===== src/rtl/dtpwm_pkg.sv =====
package dtpwm_pkg;
  localparam int unsigned CNT_W  = 16;
  localparam int unsigned N_PH   = 3;
  localparam int unsigned ADDR_W = 3;
  localparam int unsigned A_DT    = 0;
  localparam int unsigned A_PER   = 1;
  localparam int unsigned A_BUF0  = 2;
  localparam int unsigned A_FREE0 = A_BUF0 + N_PH;
endpackage


===== src/rtl/dtpwm_tri_counter.sv =====
module dtpwm_tri_counter #(
  parameter int unsigned W = 16
) (
  input  logic         clk,
  input  logic         rst_n,
  input  logic [W-1:0] top,
  output logic [W-1:0] cnt,
  output logic         down,
  output logic         at_peak,
  output logic         at_trough
);
  assign at_peak   = !down && (cnt >= top);
  assign at_trough = down && (cnt == '0);

  always_ff @(posedge clk) begin
    if (!rst_n) begin
      cnt  <= '0;
      down <= 1'b0;
    end else if (at_peak) begin
      down <= 1'b1;
      cnt  <= (cnt == '0) ? '0 : cnt - 1'b1;
    end else if (at_trough) begin
      down <= 1'b0;
      cnt  <= (top == '0) ? '0 : W'(1);
    end else if (down) begin
      cnt <= cnt - 1'b1;
    end else begin
      cnt <= cnt + 1'b1;
    end
  end

  p_step_up_r2: assert property (@(posedge clk) disable iff (!rst_n)
    (!down && cnt < top) |=> (!down && cnt == $past(cnt) + 1'b1));
  p_step_dn_r2: assert property (@(posedge clk) disable iff (!rst_n)
    (down && cnt != '0) |=> (down && cnt == $past(cnt) - 1'b1));
  p_turn_peak_r2: assert property (@(posedge clk) disable iff (!rst_n)
    at_peak |=> down);
  p_turn_trough_r2: assert property (@(posedge clk) disable iff (!rst_n)
    at_trough |=> !down);
endmodule


===== src/rtl/dtpwm_phase.sv =====
module dtpwm_phase #(
  parameter int unsigned W = 16
) (
  input  logic         clk,
  input  logic         rst_n,
  input  logic         buf_we,
  input  logic         free_we,
  input  logic [W-1:0] wdata,
  input  logic [W-1:0] dt,
  input  logic         xfer,
  input  logic [W-1:0] cnt,
  input  logic         down,
  output logic [W-1:0] buf_q,
  output logic         m_mid,
  output logic         m_up,
  output logic         m_dn
);
  logic [W-1:0] dn_r, mid_r, up_r;
  logic [W-1:0] src;
  logic         load;

  assign src  = free_we ? wdata : buf_q;
  assign load = free_we || xfer;

  always_ff @(posedge clk) begin
    if (!rst_n) begin
      buf_q <= '0;
      dn_r  <= '0;
      mid_r <= '0;
      up_r  <= '0;
    end else begin
      if (buf_we || free_we) buf_q <= wdata;
      if (load) begin
        dn_r  <= src;
        mid_r <= src + dt;
        up_r  <= src + {dt[W-2:0], 1'b0};
      end
    end
  end

  assign m_mid = (cnt == mid_r);
  assign m_up  = !down && (cnt == up_r);
  assign m_dn  = down && (cnt == dn_r);

  // the three registers are always evenly spaced by one dead time
  p_even_spacing_r3: assert property (@(posedge clk) disable iff (!rst_n)
    W'(up_r - mid_r) == W'(mid_r - dn_r));
  p_free_load_r8: assert property (@(posedge clk) disable iff (!rst_n)
    free_we |=> (dn_r == $past(wdata) && buf_q == $past(wdata)));
endmodule


===== src/rtl/dtpwm_cmpgen.sv =====
module dtpwm_cmpgen #(
  parameter int unsigned W  = dtpwm_pkg::CNT_W,
  parameter int unsigned AW = dtpwm_pkg::ADDR_W
) (
  input  logic          clk,
  input  logic          rst_n,
  input  logic          wr_en,
  input  logic [AW-1:0] wr_addr,
  input  logic [W-1:0]  wr_data,
  input  logic [AW-1:0] rd_addr,
  output logic [W-1:0]  rd_data,
  input  logic [1:0]    xfer_mode,
  output logic [W-1:0]  cnt,
  output logic          cnt_down,
  output logic [2:0]    hit_mid,
  output logic [2:0]    hit_up,
  output logic [2:0]    hit_dn,
  output logic          hit_top
);
  import dtpwm_pkg::*;
  localparam int unsigned NP = N_PH;

  logic [W-1:0] dt_r, pbuf_r, pcmp_r;
  logic         at_peak, at_trough, xfer;
  logic [W-1:0] phbuf [NP];

  dtpwm_tri_counter #(.W(W)) u_cnt (
    .clk(clk), .rst_n(rst_n), .top(pcmp_r), .cnt(cnt), .down(cnt_down),
    .at_peak(at_peak), .at_trough(at_trough)
  );

  assign xfer = (at_peak && xfer_mode[0]) || (at_trough && xfer_mode[1]);

  always_ff @(posedge clk) begin
    if (!rst_n) begin
      dt_r   <= '0;
      pbuf_r <= '0;
      pcmp_r <= '0;
    end else begin
      if (wr_en && wr_addr == AW'(A_DT))  dt_r   <= wr_data;
      if (wr_en && wr_addr == AW'(A_PER)) pbuf_r <= wr_data;
      if (xfer) pcmp_r <= pbuf_r + {dt_r[W-2:0], 1'b0};
    end
  end

  assign hit_top = !cnt_down && (cnt == pcmp_r);

  for (genvar g = 0; g < NP; g++) begin : g_ph
    dtpwm_phase #(.W(W)) u_ph (
      .clk(clk), .rst_n(rst_n),
      .buf_we(wr_en && wr_addr == AW'(A_BUF0 + g)),
      .free_we(wr_en && wr_addr == AW'(A_FREE0 + g)),
      .wdata(wr_data), .dt(dt_r), .xfer(xfer),
      .cnt(cnt), .down(cnt_down), .buf_q(phbuf[g]),
      .m_mid(hit_mid[g]), .m_up(hit_up[g]), .m_dn(hit_dn[g])
    );
  end

  always_comb begin
    rd_data = '0;
    if (rd_addr == AW'(A_DT))  rd_data = dt_r;
    if (rd_addr == AW'(A_PER)) rd_data = pbuf_r;
    for (int i = 0; i < NP; i++)
      if (rd_addr == AW'(A_BUF0 + i) || rd_addr == AW'(A_FREE0 + i)) rd_data = phbuf[i];
  end

  p_top_hold_r7: assert property (@(posedge clk) disable iff (!rst_n)
    !(at_peak || at_trough) |=> $stable(pcmp_r));
  p_mode_off_r7: assert property (@(posedge clk) disable iff (!rst_n)
    (xfer_mode == 2'b00) |=> $stable(pcmp_r));
  p_top_dir_r6: assert property (@(posedge clk) disable iff (!rst_n)
    hit_top |=> cnt_down);
endmodule


===== config.mk =====
export PLATFORM = sky130hd
export DESIGN_NAME = dtpwm_cmpgen
export DESIGN_NICKNAME = d
export VERILOG_FILES = /design/src/rtl/dtpwm_pkg.sv /design/src/rtl/dtpwm_tri_counter.sv /design/src/rtl/dtpwm_phase.sv /design/src/rtl/dtpwm_cmpgen.sv
export SDC_FILE = /design/constraint.sdc
export NUM_CORES = 1
export LEC_CHECK = 0
export BUFFER_PORTS_ARGS = -buffer_cell sky130_fd_sc_hd__clkbuf_2
export CORE_MARGIN = 1.5
export CORE_UTILIZATION = 30
export CTS_CLUSTER_DIAMETER = 30
export DETAILED_ROUTE_END_ITERATION = 12
export PLACE_DENSITY = 0.45
export SYNTH_ARGS = -nofsm -noshare
export SYNTH_HDL_FRONTEND = slang
export SYNTH_SLANG_ARGS = --single-unit

===== constraint.sdc =====
create_clock -name clk -period 3.4 [get_ports clk]
set_input_delay 0.34 -clock clk [delete_from_list [all_inputs] [get_ports clk]]
set_output_delay 0.34 -clock clk [all_outputs]
set_load 0.03 [all_outputs]

## Yosys cells after proc, flatten, opt, wreduce, memory -nomap -nowiden

Cells that the tools add are included.

- Bits in registers: 257
- Output and inout bits: 43
- Word-level logic and storage cells: 101

- Reductions and logical operators: 35
- Order comparisons: 1
- Muxes and demuxes: 15
- Equal/unequal tests: 24
- $add $sub $neg: 9

Operators by type and width:

| kind | number |
|---|---|
| $mux W16 | 12 |
| $eq A16 B16 Y1 | 10 |
| $add A16 B16 Y16 | 7 |
| $logic_not A16 Y1 | 2 |
| $eq A3 B3 Y1 const B | 8 |
| $logic_and A1 B1 Y1 | 19 |
| $add A16 B1 Y16 const B | 1 |
| $ge A16 B16 Y1 | 1 |
| $sub A16 B1 Y16 const B | 1 |
| $eq A3 B2 Y1 const B | 4 |
| $logic_or A1 B1 Y1 | 10 |
| $eq A3 B1 Y1 const B | 2 |
| $logic_not A3 Y1 | 2 |
| $mux W1 | 3 |
| $reduce_bool A2 Y1 | 1 |
| $logic_not A1 Y1 | 1 |

## Longest topological paths before layout

Gate-level depths: netlist of the first run.

- Depth in word-level cells: 6
- Gate-level depth with buffers: 15

## By module

From an unflattened synthesis of the first run, not the netlist that was laid out.

- Cell total of the unflattened synthesis: 2352
- Area, all modules: 18467.7 um^2

Modules (own cells, without submodules):

| module | cells an instance | instances | area an instance (um^2) |
|---|---|---|---|
| dtpwm_phase at g_ph[1].u_ph ... | 542 | 2 | 4335.4 |
| dtpwm_phase at g_ph[0].u_ph | 560 | 1 | 4454.3 |
| dtpwm_cmpgen | 467 | 1 | 3525.9 |
| dtpwm_tri_counter | 241 | 1 | 1816.7 |

## Least setup slack after synthesis of the first run

No wires, ideal clock.

- Path type: input to register
- Start: input wr_addr[0]
- End: register g_ph[1].u_ph.mid_r[14]
- Path buffers: 2
- Cell stages on the path: 14
- Slack: -300 ps
- Arrival: 3578 ps
- Data required time: 3278 ps
- Cells stage by stage: clkbuf_1 > nor2b_1 > nand3_1 > clkbuf_1 > mux2_2 > fa_1 > a211oi_1 > nor2_1 > o41ai_1 > o21ai_0 > o41ai_1 > o21ai_0 > xnor2_1 > o21ai_0

- Word-level cells in the longest chain between the ends: 4

RTL lines:

| element | line | RTL |
|---|---|---|
| start, declared | dtpwm_cmpgen.sv:8 | `input logic [AW-1:0] wr_addr,` |
| $eq A3 B3 Y1 | dtpwm_cmpgen.sv:52 | `.free_we(wr_en && wr_addr == AW'(A_FREE0 + g)),` |
| $logic_and A1 B1 Y1 | dtpwm_cmpgen.sv:52 |  |
| $mux W16 | dtpwm_phase.sv:22 | `assign src = free_we ? wdata : buf_q;` |
| net g_ph[1].u_ph.src[1] | dtpwm_phase.sv:19 | `logic [W-1:0] src;` |
| $add A16 B16 Y16 | dtpwm_phase.sv:35 | `mid_r <= src + dt;` |
| end signal, assigned | dtpwm_phase.sv:35 |  |
| end, declared | dtpwm_phase.sv:18 | `logic [W-1:0] dn_r, mid_r, up_r;` |

The timed path passes the listed nets, and every way through them passes these cells.
A chain may end at the register's enable or synchronous reset.

## Worst setup path in the final report of the first run

- Start: register dt_r[5]
- End: output rd_data[5]

- Word-level cells in the longest chain between the ends: 5

RTL lines:

| element | line | RTL |
|---|---|---|
| start, declared | dtpwm_cmpgen.sv:23 | `logic [W-1:0] dt_r, pbuf_r, pcmp_r;` |
| start signal, assigned | dtpwm_cmpgen.sv:40 | `if (wr_en && wr_addr == AW'(A_DT)) dt_r <= wr_data;` |
| $mux W16 | dtpwm_cmpgen.sv:61 | `if (rd_addr == AW'(A_DT)) rd_data = dt_r;` |
| $mux W16 | dtpwm_cmpgen.sv:62 | `if (rd_addr == AW'(A_PER)) rd_data = pbuf_r;` |
| $mux W16 (3 in series) | dtpwm_cmpgen.sv:64 | `if (rd_addr == AW'(A_BUF0 + i) \|\| rd_addr == AW'(A_FREE0 + i)) rd_data = phbuf[i];` |
| end, declared | dtpwm_cmpgen.sv:11 | `output logic [W-1:0] rd_data,` |

Every way passes these cells.

==> summary.md, run 1 <==
| Metric | Value |
|---|---|
| Routed vias | 16314 |
| Vias in the first global route | 15852 |
| DIE AREA | 57510 um^2 |
| Max_cap viols | 0 |
| Final Hold Vio Count | 0 |
| Remaining Overflow, GRT | 0 |
| Initial DRC Count | 1324 |
| Die Wd | 239.8 um |
| Synth top area share | 0.3022 |
| Die Y | 239.8 um |
| FFs w/ async S/R, synth | 0 |
| Count leader, synth | nand2_1 |
| Reg2Reg Setup Slack | 0.26 ns |
| Post-synth EDFFs | 0 |
| Synth Area in Simple Gates | 0.2163 |
| CP endpoint kind | primary output |
| VDD IR max | 673.8 uV |
| Reg2Reg Depth | 12 |
| Top Ports | 70 |
| Mapped Area | 16820 um^2 |
| Placed wire-length estimate | 49.46 mm |
| Status | complete, no violations |
| Pin count of the biggest net entering global routing | 94 |
| Slew Viols, Final | 0 |
| Critical path launch point | dt_r[5]$_SDFFE_PN0P_ |
| Yosys cell types | 70 |
| Hold Crit Class | in2reg |
| Core area | 55310 um^2 |
| Routability cong. | 0.8971 |
| Final setup TNS | 0 ns |
| Mux share of post-synthesis cell area | 0.06224 |
| Critical Path Source Type | register |
| Clock latency on the worst-skew pair | 0.61 ns |
| Tmin final | 3.165 ns |
| CTS tree | built |
| H-tree levels | 3 |
| Leading area contributor after synthesis | dfxtp_1 |
| Number of clock sinks | 254 |
| Post-route design area | 21730 um^2 |
| Period utilization | 0.9308 |
| Buffers on Ports | 69 |
| Total CTS buffers | 79 |
| Kind of critical path | reg2out |
| Drt first pass iters | 6 |
| Total GRT Usage | 0.2387 |
| Commonest cells post-synth | 329 x nand2_1, 254 x dfxtp_1, 210 x nor2_1 |
| WHS | 0.1574 ns |
| Final Skew | 0.03316 ns |
| Post-layout nets | 2451 |
| Filler cells | 5705 |
| Critical Path End | rd_data[5] |
| RSZ-0062 raised after global routing | false |
| Post-Route WL | 68.33 mm |
| Rel. slew slack | 0.2844 |
| Mean Syn Cell Area | 7.906 um^2 |
| Initial antenna violation count | 3 |
| Power per cell area | 967.2 nW/um^2 |
| Register bit total from synthesis | 254 |
| Worst R2R Start | dt_r[0]$_SDFFE_PN0P_ |
| Largest cells by area after synthesis | dfxtp_1 30%, ha_1 8.9%, xnor2_1 8.4%, nand2_1 7.3%, a21oi_1 6.2% |
| Root buf cell | clkbuf_16 |
| Worst EP required | 3.06 ns |
| Synth Flop Type | dfxtp_1 |
| Measured slew at the worst slew-check pin | 1.073 ns |
| Drt wl/cell | 21.97 um |
| Fraction of layout cells with a size suffix above 1 | 0.1873 |
| Antenna Violating Nets Remaining | 0 |
| Crit Path Max Fanout | 9 |
| Crit path DAT | 2.82 ns |
| Leakage | 9.355 nW |
| Largest family of logic cells by synthesized area | simple AND/OR/NAND/NOR gates |
| Xor/xnor share of the synthesized area | 0.1187 |
| FMAX | 0.3160 GHz |
| Clock transition at path regs | 0.04 ns |
| Synth warnings | 0 |
| FF-to-FF End | pcmp_r[15]$_SDFFE_PN0P_ |
| Area after DPL | 18790 um^2 |
| Post-synthesis cell count | 2128 |
| Post-Synth Adder-Cell Area | 0.09757 |
| Sequential fraction of the synthesis area | 0.3022 |
| Net Count, Synth | 2282 |
| Synth Area in Compound Gates | 0.1614 |
| Routed vias/inst | 5.246 |
| Final setup fails | 0 |
| Initial core utilization | 0.3042 |
| Synth-to-layout area growth | 29.13% |
| First-pass GRT wire length | 101.3 mm |
| Row cnt | 86 |
| DRC Markers | 0 |
| Max clock buf depth | 3 |
## sequential cells by signal, indices dropped and copies added (netlist names)
register,cells
g_ph.u_ph.buf_q,48
g_ph.u_ph.mid_r,48
g_ph.u_ph.up_r,48
g_ph.u_ph.dn_r,45
dt_r,16
pbuf_r,16
pcmp_r,16
u_cnt.cnt,16
u_cnt.down,1
## layout by cell type (no fill, tap or decap), types with 69 or more instances in the layout
master | netlist | final
xnor2_1 | 161 | 161
a21oi_1 | 208 | 208
dfxtp_1 | 254 | 253
nor2_1 | 210 | 210
clkbuf_16 | 0 | 79
nand2_1 | 329 | 329
ha_1 | 120 | 120
nor3_1 | 84 | 83
clkbuf_2 | 0 | 69
buf_4 | 9 | 144
## worst min path at each step
stage,start,endpoint,depth (start not counted)
2_1_floorplan,g_ph[0].u_ph.up_r[1]$_SDFFE_PN0P_,g_ph[0].u_ph.up_r[1]$_SDFFE_PN0P_,2
3_3_place_gp,g_ph[2].u_ph.up_r[2]$_SDFFE_PN0P_,g_ph[2].u_ph.up_r[2]$_SDFFE_PN0P_,2
3_5_place_dp,g_ph[1].u_ph.up_r[7]$_SDFFE_PN0P_,g_ph[1].u_ph.up_r[7]$_SDFFE_PN0P_,2
4_1_cts,wr_data[13],pbuf_r[13]$_SDFFE_PN0P_,3
5_1_grt,wr_data[12],dt_r[12]$_SDFFE_PN0P_,3
6_report,wr_data[10],dt_r[10]$_SDFFE_PN0P_,3
## timing repair
item,4_1_cts,5_1_grt
gates resized for setup,0,1
buffers inserted,0,0
hold buffers,0,0
setup endpoints to repair,0,1
## layer usage
metal	routed length, um	share of wire	vias up	global-route usage
met4	1622	0.024	0	0.07109
met2	29490	0.43	531	0.3662
li1	-	-	7846	-
met1	33020	0.48	7828	0.3397
met5	0	0	-	0
met3	4187	0.061	109	0.04011
## worst max-delay path, cell delays in order (launching register included)
cell	delay, ns
dfxtp_1	0.66
mux2_2	0.46
a221oi_1	0.63
o21ai_0	0.23
clkbuf_2	0.23
## report_power, final
part	internal, mW	switching [mW]	total (mW)
Sequential	3.62	0.523	4.15
Combinational	3.13	5.69	8.82
Clock	5.79	2.25	8.04
## stage by stage
stage,setup WS (ns),power (mW),instances,util
6_report,0.2354,21.01,3110,0.3928
3_3_place_gp,-0.2107,12.91,2964,0.3397
2_1_floorplan,-0.04887,9.950,2128,-
3_5_place_dp,-0.2058,12.98,2964,0.3397
5_1_grt,0.004385,22.20,3109,0.3928
4_1_cts,0.06634,21.11,3108,0.3927
## final cells by class
type                    count  area (um^2)  share of cell area
multi-input cells        1705        11090              0.5104
flip-flops and latches    254         5086              0.2341
clock buffers             108         2276              0.1048
repair buffers            218         1526             0.07026
well taps                 748        935.9             0.04308
clock inverters            36        656.9             0.03024
inverters                  39        151.4            0.006968
diodes                      2        5.005           0.0002304
## kinds of logic after synthesis
logic type,Yosys count
adder cells (fa/ha/maj),127
AO/OA/AOI/OAI,438
buffers and inverters,169
XOR/XNOR,228
flip-flops,254
multiplexers,97
AND/OR/NAND/NOR,815
Note: power is estimated with default switching activity, not from simulation.
==> run 2: changes to the inputs <==
--- a/config.mk
+++ b/config.mk
@@ -11,6 +11,7 @@
 export CTS_CLUSTER_DIAMETER = 30
 export DETAILED_ROUTE_END_ITERATION = 12
 export PLACE_DENSITY = 0.45
+export RECOVER_POWER = 25
 export SYNTH_ARGS = -nofsm -noshare
 export SYNTH_HDL_FRONTEND = slang
 export SYNTH_SLANG_ARGS = --single-unit
==> run 2 against run 1 <==
  * Critical path depth did not move
  * Design area about the same
  * Wire length barely moved
  * Die area unchanged
  * Total power about the same
  * Cell count unchanged
  * First-iteration DRC count rose by 2.3%
  * Sequential cell count stayed put
==> summary.md, run 2 (synthesis results as in run 1) <==
| Metric | Value |
|---|---|
| Root buf cell | clkbuf_16 |
| Leakage | 9.339 nW |
| Clock latency on the worst-skew pair | 0.61 ns |
| Filler cells | 5707 |
| Hold Crit Class | in2reg |
| Post-layout nets | 2451 |
| Routability cong. | 0.8971 |
| DIE AREA | 57510 um^2 |
| Buf+Inv Stages, Crit Path | 1 |
| Initial antenna violation count | 3 |
| Tot Pwr | 21.01 mW |
| Crit path max-delay cell type | a221oi_1 |
| PostCTS Resize Cnt | 0 |
| Period utilization | 0.9454 |
| Total GRT Usage | 0.2387 |
| FMAX | 0.3111 GHz |
| Worst EP required | 3.06 ns |
| Slowest stage delay, CP | 0.67 ns |
| Core area | 55310 um^2 |
| Synth-to-layout area growth | 29.02% |
| Tmin final | 3.214 ns |
| Top Family by Delay on Critical Path | compound AO/OA/AOI/OAI gates |
| First-pass GRT wire length | 101.3 mm |
| Post CTS Setup Buffer Count | 0 |
| Cts hold-fix bufs | 0 |
| Top Ports | 70 |
| Final setup fails | 0 |
| Placed wire-length estimate | 49.46 mm |
| Kind of critical path | reg2out |
| Finished Layout Cells | 3110 |
| Critical-path cell list | mux2_2 -> a221oi_1 -> o21ai_0 -> clkbuf_2 |
| RSZ-0062 raised after global routing | false |
| H-tree levels | 3 |
| VDD IR max | 673.6 uV |
| Highest-count cells in the layout ignoring fill and taps | 329 x nand2_1, 253 x dfxtp_1, 210 x nor2_1 |
| Crit path DAT | 2.87 ns |
| Pin count of the biggest net entering global routing | 94 |
| CTS tree | built |
| WHS | 0.1600 ns |
| FF/Latch Area | 5086 um^2 |
| DRC Markers | 0 |
| Drt first pass iters | 6 |
| Fraction of layout cells with a size suffix above 1 | 0.1852 |
| Status | complete, no violations |
| Max clock buf depth | 3 |
| Antenna Violating Nets Remaining | 0 |
| Final Skew | 0.03422 ns |
| Critical Path Source Type | register |
| Placed cell count | 2964 |
| Power per cell area | 967.9 nW/um^2 |
| Die Y | 239.8 um |
| Die Wd | 239.8 um |
| Remaining Overflow, GRT | 0 |
| Clock transition at path regs | 0.04 ns |
| Initial DRC Count | 1355 |
| Total CTS buffers | 79 |
| Drt wl/cell | 21.98 um |
| Measured slew at the worst slew-check pin | 1.076 ns |
| Commonest non-fill, non-tap cell in the layout | nand2_1 |
| Routed vias/inst | 5.237 |
| Post-Route WL | 68.35 mm |
| Max_cap viols | 0 |
| Buffers on Ports | 69 |
| Area of the multi-input gates | 11080 um^2 |
| Vias in the first global route | 15852 |
| Final setup TNS | 0 ns |
| Rel. slew slack | 0.2829 |
| Largest registers | g_ph.u_ph.buf_q (48), g_ph.u_ph.mid_r (48), g_ph.u_ph.up_r (48) |
| Number of clock sinks | 254 |
| Initial core utilization | 0.3042 |
| Slew Viols, Final | 0 |
| Crit Path Max Fanout | 9 |
| Final Hold Vio Count | 0 |
| CP endpoint kind | primary output |
| Row cnt | 86 |
| Routed vias | 16287 |
-- run 2: cell types whose count changed in the layout (fill, tap and decap cells not counted), sizes merged --
cell / delta
clkbuf: +3
buf: -3
-- run 2: final timing paths --
| kind | from | cells past startpoint | to | slack [ns] |
|---|---|---|---|---|
| hold reg to reg | g_ph[0].u_ph.up_r[10]$_SDFFE_PN0P_ | 2 | g_ph[0].u_ph.up_r[10]$_SDFFE_PN0P_ | 0.46 |
| setup / recovery | dt_r[5]$_SDFFE_PN0P_ | 4 | rd_data[5] | 0.19 |
| setup reg to reg | dt_r[0]$_SDFFE_PN0P_ | 12 | pcmp_r[15]$_SDFFE_PN0P_ | 0.25 |
| hold / removal | wr_data[10] | 3 | pbuf_r[10]$_SDFFE_PN0P_ | 0.16 |
-- run 2: layer usage --
metal,track usage,vias to the layer above,part of all wire,routed length [um]
met4,0.07109,0,0.024,1632
met2,0.3662,508,0.43,29480
met1,0.3397,7822,0.48,32980
met5,0,-,0,0
met3,0.04011,111,0.062,4250
li1,-,7846,-,-
-- run 2: power breakdown --
part | switching, mW | total, mW | internal (mW)
Sequential | 0.524 | 4.15 | 3.62
Clock | 2.25 | 8.04 | 5.79
Combinational | 5.69 | 8.82 | 3.13
Total | 8.47 | 21.0 | 12.5
-- run 2: tightest hold or removal path, cell delays in order --
cell and delay [ns]:
clkbuf_2 0.21, nand2_1 0.11, a21oi_1 0.05
-- run 2: stage by stage --
step | instance area, um^2 | setup slack (ns) | util
2_1_floorplan | 16870 | -0.04887 | -
3_3_place_gp | 18790 | -0.2107 | 0.3397
3_5_place_dp | 18790 | -0.2058 | 0.3397
4_1_cts | 21720 | 0.06634 | 0.3927
5_1_grt | 21710 | 0.004385 | 0.3925
6_report | 21710 | 0.1855 | 0.3925
-- run 2: area by class of cell --
class                      instances  area share
multi-input combinational       1705      0.5105
sequential                       254      0.2343
clock buffer                     108      0.1048
timing repair buffer             218     0.06974
tap                              748     0.04311
clock inverter                    36     0.03026
inverter                          39    0.006974
antenna                            2   0.0002305
==> run 3: changes to the inputs <==
==> constraint.sdc (replaced) <==
create_clock -name clk -period 2.68 [get_ports clk]
set_input_delay 0.268 -clock clk [delete_from_list [all_inputs] [get_ports clk]]
set_output_delay 0.268 -clock clk [all_outputs]
set_load 0.03 [all_outputs]
==> run 3 against run 2 <==
  * The run now ends with setup timing left
  * Hold slack got worse by 0.12 ns
  * Sequential cell count unchanged
  * Global-route usage up 0.51 points
  * Sequential power increased by 28%
  * Register-to-register slack got worse by 0.26 ns
  * Wire length rose by 2.8%
  * Design area rose by 14%
  * Critical path depth grew 7
  * Cell count increased by 7.6%
  * Combinational power grew 55%
  * Non-clock buffer count up 235
  * Setup slack got worse by 0.19 ns
==> summary.md, run 3 (synthesis results as in run 1) <==
| Metric | Value |
|---|---|
| RSZ-0062 raised after global routing | true |
| Max_cap viols | 0 |
| Remaining Overflow, GRT | 0 |
| Commonest non-fill, non-tap cell in the layout | buf_4 |
| Met1 wire length | 32.84 mm |
| Highest-count cells in the layout ignoring fill and taps | 332 x buf_4, 329 x nand2_1, 233 x dfxtp_1 |
| Final setup fails | 1 |
| Placed wire-length estimate | 53.68 mm |
| Crit path DAT | 3.23 ns |
| Number of clock sinks | 254 |
| Max layer used | met4 |
| Top Ports | 70 |
| Tmin final | 2.688 ns |
| Status | complete, but fails checks |
| Pin count of the biggest net entering global routing | 60 |
| Initial core utilization | 0.3042 |
| Critical Path Source Type | register |
| Clock transition at path regs | 0.04 ns |
| Clock latency on the worst-skew pair | 0.62 ns |
| Buf+Inv Stages, Crit Path | 0 |
| Total GRT Usage | 0.2438 |
| H-tree levels | 3 |
| Total CTS buffers | 80 |
| Routed vias | 17134 |
| CTS tree | built |
| Kind of critical path | reg2reg |
| Largest registers | g_ph.u_ph.buf_q (48), g_ph.u_ph.mid_r (48), g_ph.u_ph.up_r (48) |
| First-pass GRT wire length | 104.0 mm |
| VDD IR max | 906.6 uV |
| Vias in the first global route | 16771 |
| Filler cells | 5523 |
| Finished Layout Cells | 3347 |
| Final Hold Vio Count | 0 |
| Worst EP required | 3.22 ns |
| Post-layout nets | 2687 |
| Period utilization | 1.003 |
| Power per cell area | 1164 nW/um^2 |
| Die Wd | 239.8 um |
| Cts hold-fix bufs | 0 |
| Routed length on met2 | 30.41 mm |
| Hold Crit Class | in2reg |
| Worst setup margin | -0.007556 ns |
| Leakage | 10.75 nW |
| Initial DRC Count | 1395 |
| Metal3 WL | 4.960 mm |
| Slowest stage delay, CP | 0.33 ns |
| Placed cell count | 3179 |
| Slew Viols, Final | 0 |
| Max clock buf depth | 3 |
| Final Skew | 0.04073 ns |
| Critical-path cell list | mux2_4 -> ha_4 -> fa_2 -> a21o_1 -> a41o_1 -> nor4_4 -> o311ai_2 -> a211oi_2 -> xnor2_1 -> nand2_1 -> a21oi_1 |
| N_diodes | 0 |
| Synth-to-layout area growth | 47.54% |
| Antenna Violating Nets Remaining | 0 |
| Initial antenna violation count | 0 |
| WHS | 0.04326 ns |
| Failing checks | setup timing |
| Buffers on Ports | 69 |
| Drt wl/cell | 21.00 um |
| Fraction of layout cells with a size suffix above 1 | 0.3109 |
| FMAX | 0.3721 GHz |
| Routability cong. | 0.9020 |
| Rel. slew slack | 0.07894 |
| Crit path max-delay cell type | dfxtp_2 |
| Routed vias/inst | 5.119 |
| Die Y | 239.8 um |
| Drt first pass iters | 8 |
| Crit Path Max Fanout | 3 |
| Root buf cell | clkbuf_16 |
| Post-Route WL | 70.27 mm |
| CP endpoint kind | register |
| DIE AREA | 57510 um^2 |
| Top Family by Delay on Critical Path | compound AO/OA/AOI/OAI gates |
| Measured slew at the worst slew-check pin | 1.382 ns |
| Row cnt | 86 |
| Core area | 55310 um^2 |
| DRC Markers | 0 |
[run 3: cell count changes in the layout (fill, tap and decap cells not counted), moves of 15 or more]
cell     delta
dfxtp_1    -20
o21ai_1    +15
ha_1       -28
buf_4     +191
buf_12     +26
buf_6      +18
dfxtp_2    +19
a21oi_1    -16
ha_4       +26
o21ai_0    -25
a21oi_2    +15
[run 3: power breakdown]
group | total (mW) | leakage (nW) | internal, mW | switching, mW
sequential | 5.30 | 2.08 | 4.61 | 0.685
combinational | 13.7 | 7.29 | 5.74 | 8.00
clock | 9.85 | 1.38 | 6.98 | 2.87
[run 3: tightest hold or removal path: cells and delay by family]
family / cells / cell delay (ns)
AOI/OAI and AO/OA: 1 / 0.05
buffers and inverters: 1 / 0.18
and+or+nand+nor: 1 / 0.09
[run 3: final timing paths]
path | from | end | slack, ns | depth (start not counted)
setup / recovery | g_ph[2].u_ph.buf_q[0]$_SDFFE_PN0P_ | g_ph[2].u_ph.mid_r[14]$_SDFFE_PN0P_ | -0.008 | 11
hold / removal | wr_data[11] | g_ph[2].u_ph.buf_q[11]$_SDFFE_PN0P_ | 0.04 | 3
setup reg to reg | g_ph[2].u_ph.buf_q[0]$_SDFFE_PN0P_ | g_ph[2].u_ph.mid_r[14]$_SDFFE_PN0P_ | -0.008 | 11
hold reg to reg | g_ph[0].u_ph.mid_r[1]$_SDFFE_PN0P_ | g_ph[0].u_ph.mid_r[1]$_SDFFE_PN0P_ | 0.46 | 2
[run 3: layout make-up]
class / count / area (um^2) / area share
clock buffers: 104 / 2223 / 0.08957
clock inverters: 44 / 630.6 / 0.02540
inverters: 39 / 151.4 / 0.006099
multi-input cells: 1705 / 12020 / 0.4842
flip-flops and latches: 254 / 5114 / 0.2060
well taps: 748 / 935.9 / 0.03770
repair buffers: 453 / 3749 / 0.1510
[run 3: stage by stage]
stage	area (um^2)	util	worst slack [ns]	setup TNS, ns	power, mW
6_report	24820	0.4488	-0.007556	-0.007556	28.89
5_1_grt	24820	0.4488	-0.1260	-0.8133	30.47
4_1_cts	24350	0.4402	-0.08739	-0.2040	28.72
3_5_place_dp	21040	0.3804	-0.6256	-22.22	18.13
3_3_place_gp	21040	0.3804	-0.6501	-21.11	18.05
2_1_floorplan	17440	-	-0.3819	-6.763	12.87
[run 3: repair_timing]
| item | 4_1_cts | 5_1_grt |
|---|---|---|
| pin swaps | 23 | 64 |
| setup endpoints to repair | 57 | 122 |
| resized for setup | 90 | 87 |
| buffers inserted | 11 | 10 |
[run 3: per-layer routing]
metal,global-route usage,up-vias
met5,0,-
met4,0.08653,0
met3,0.05693,119
met2,0.3751,538
met1,0.3311,8172
li1,-,8305
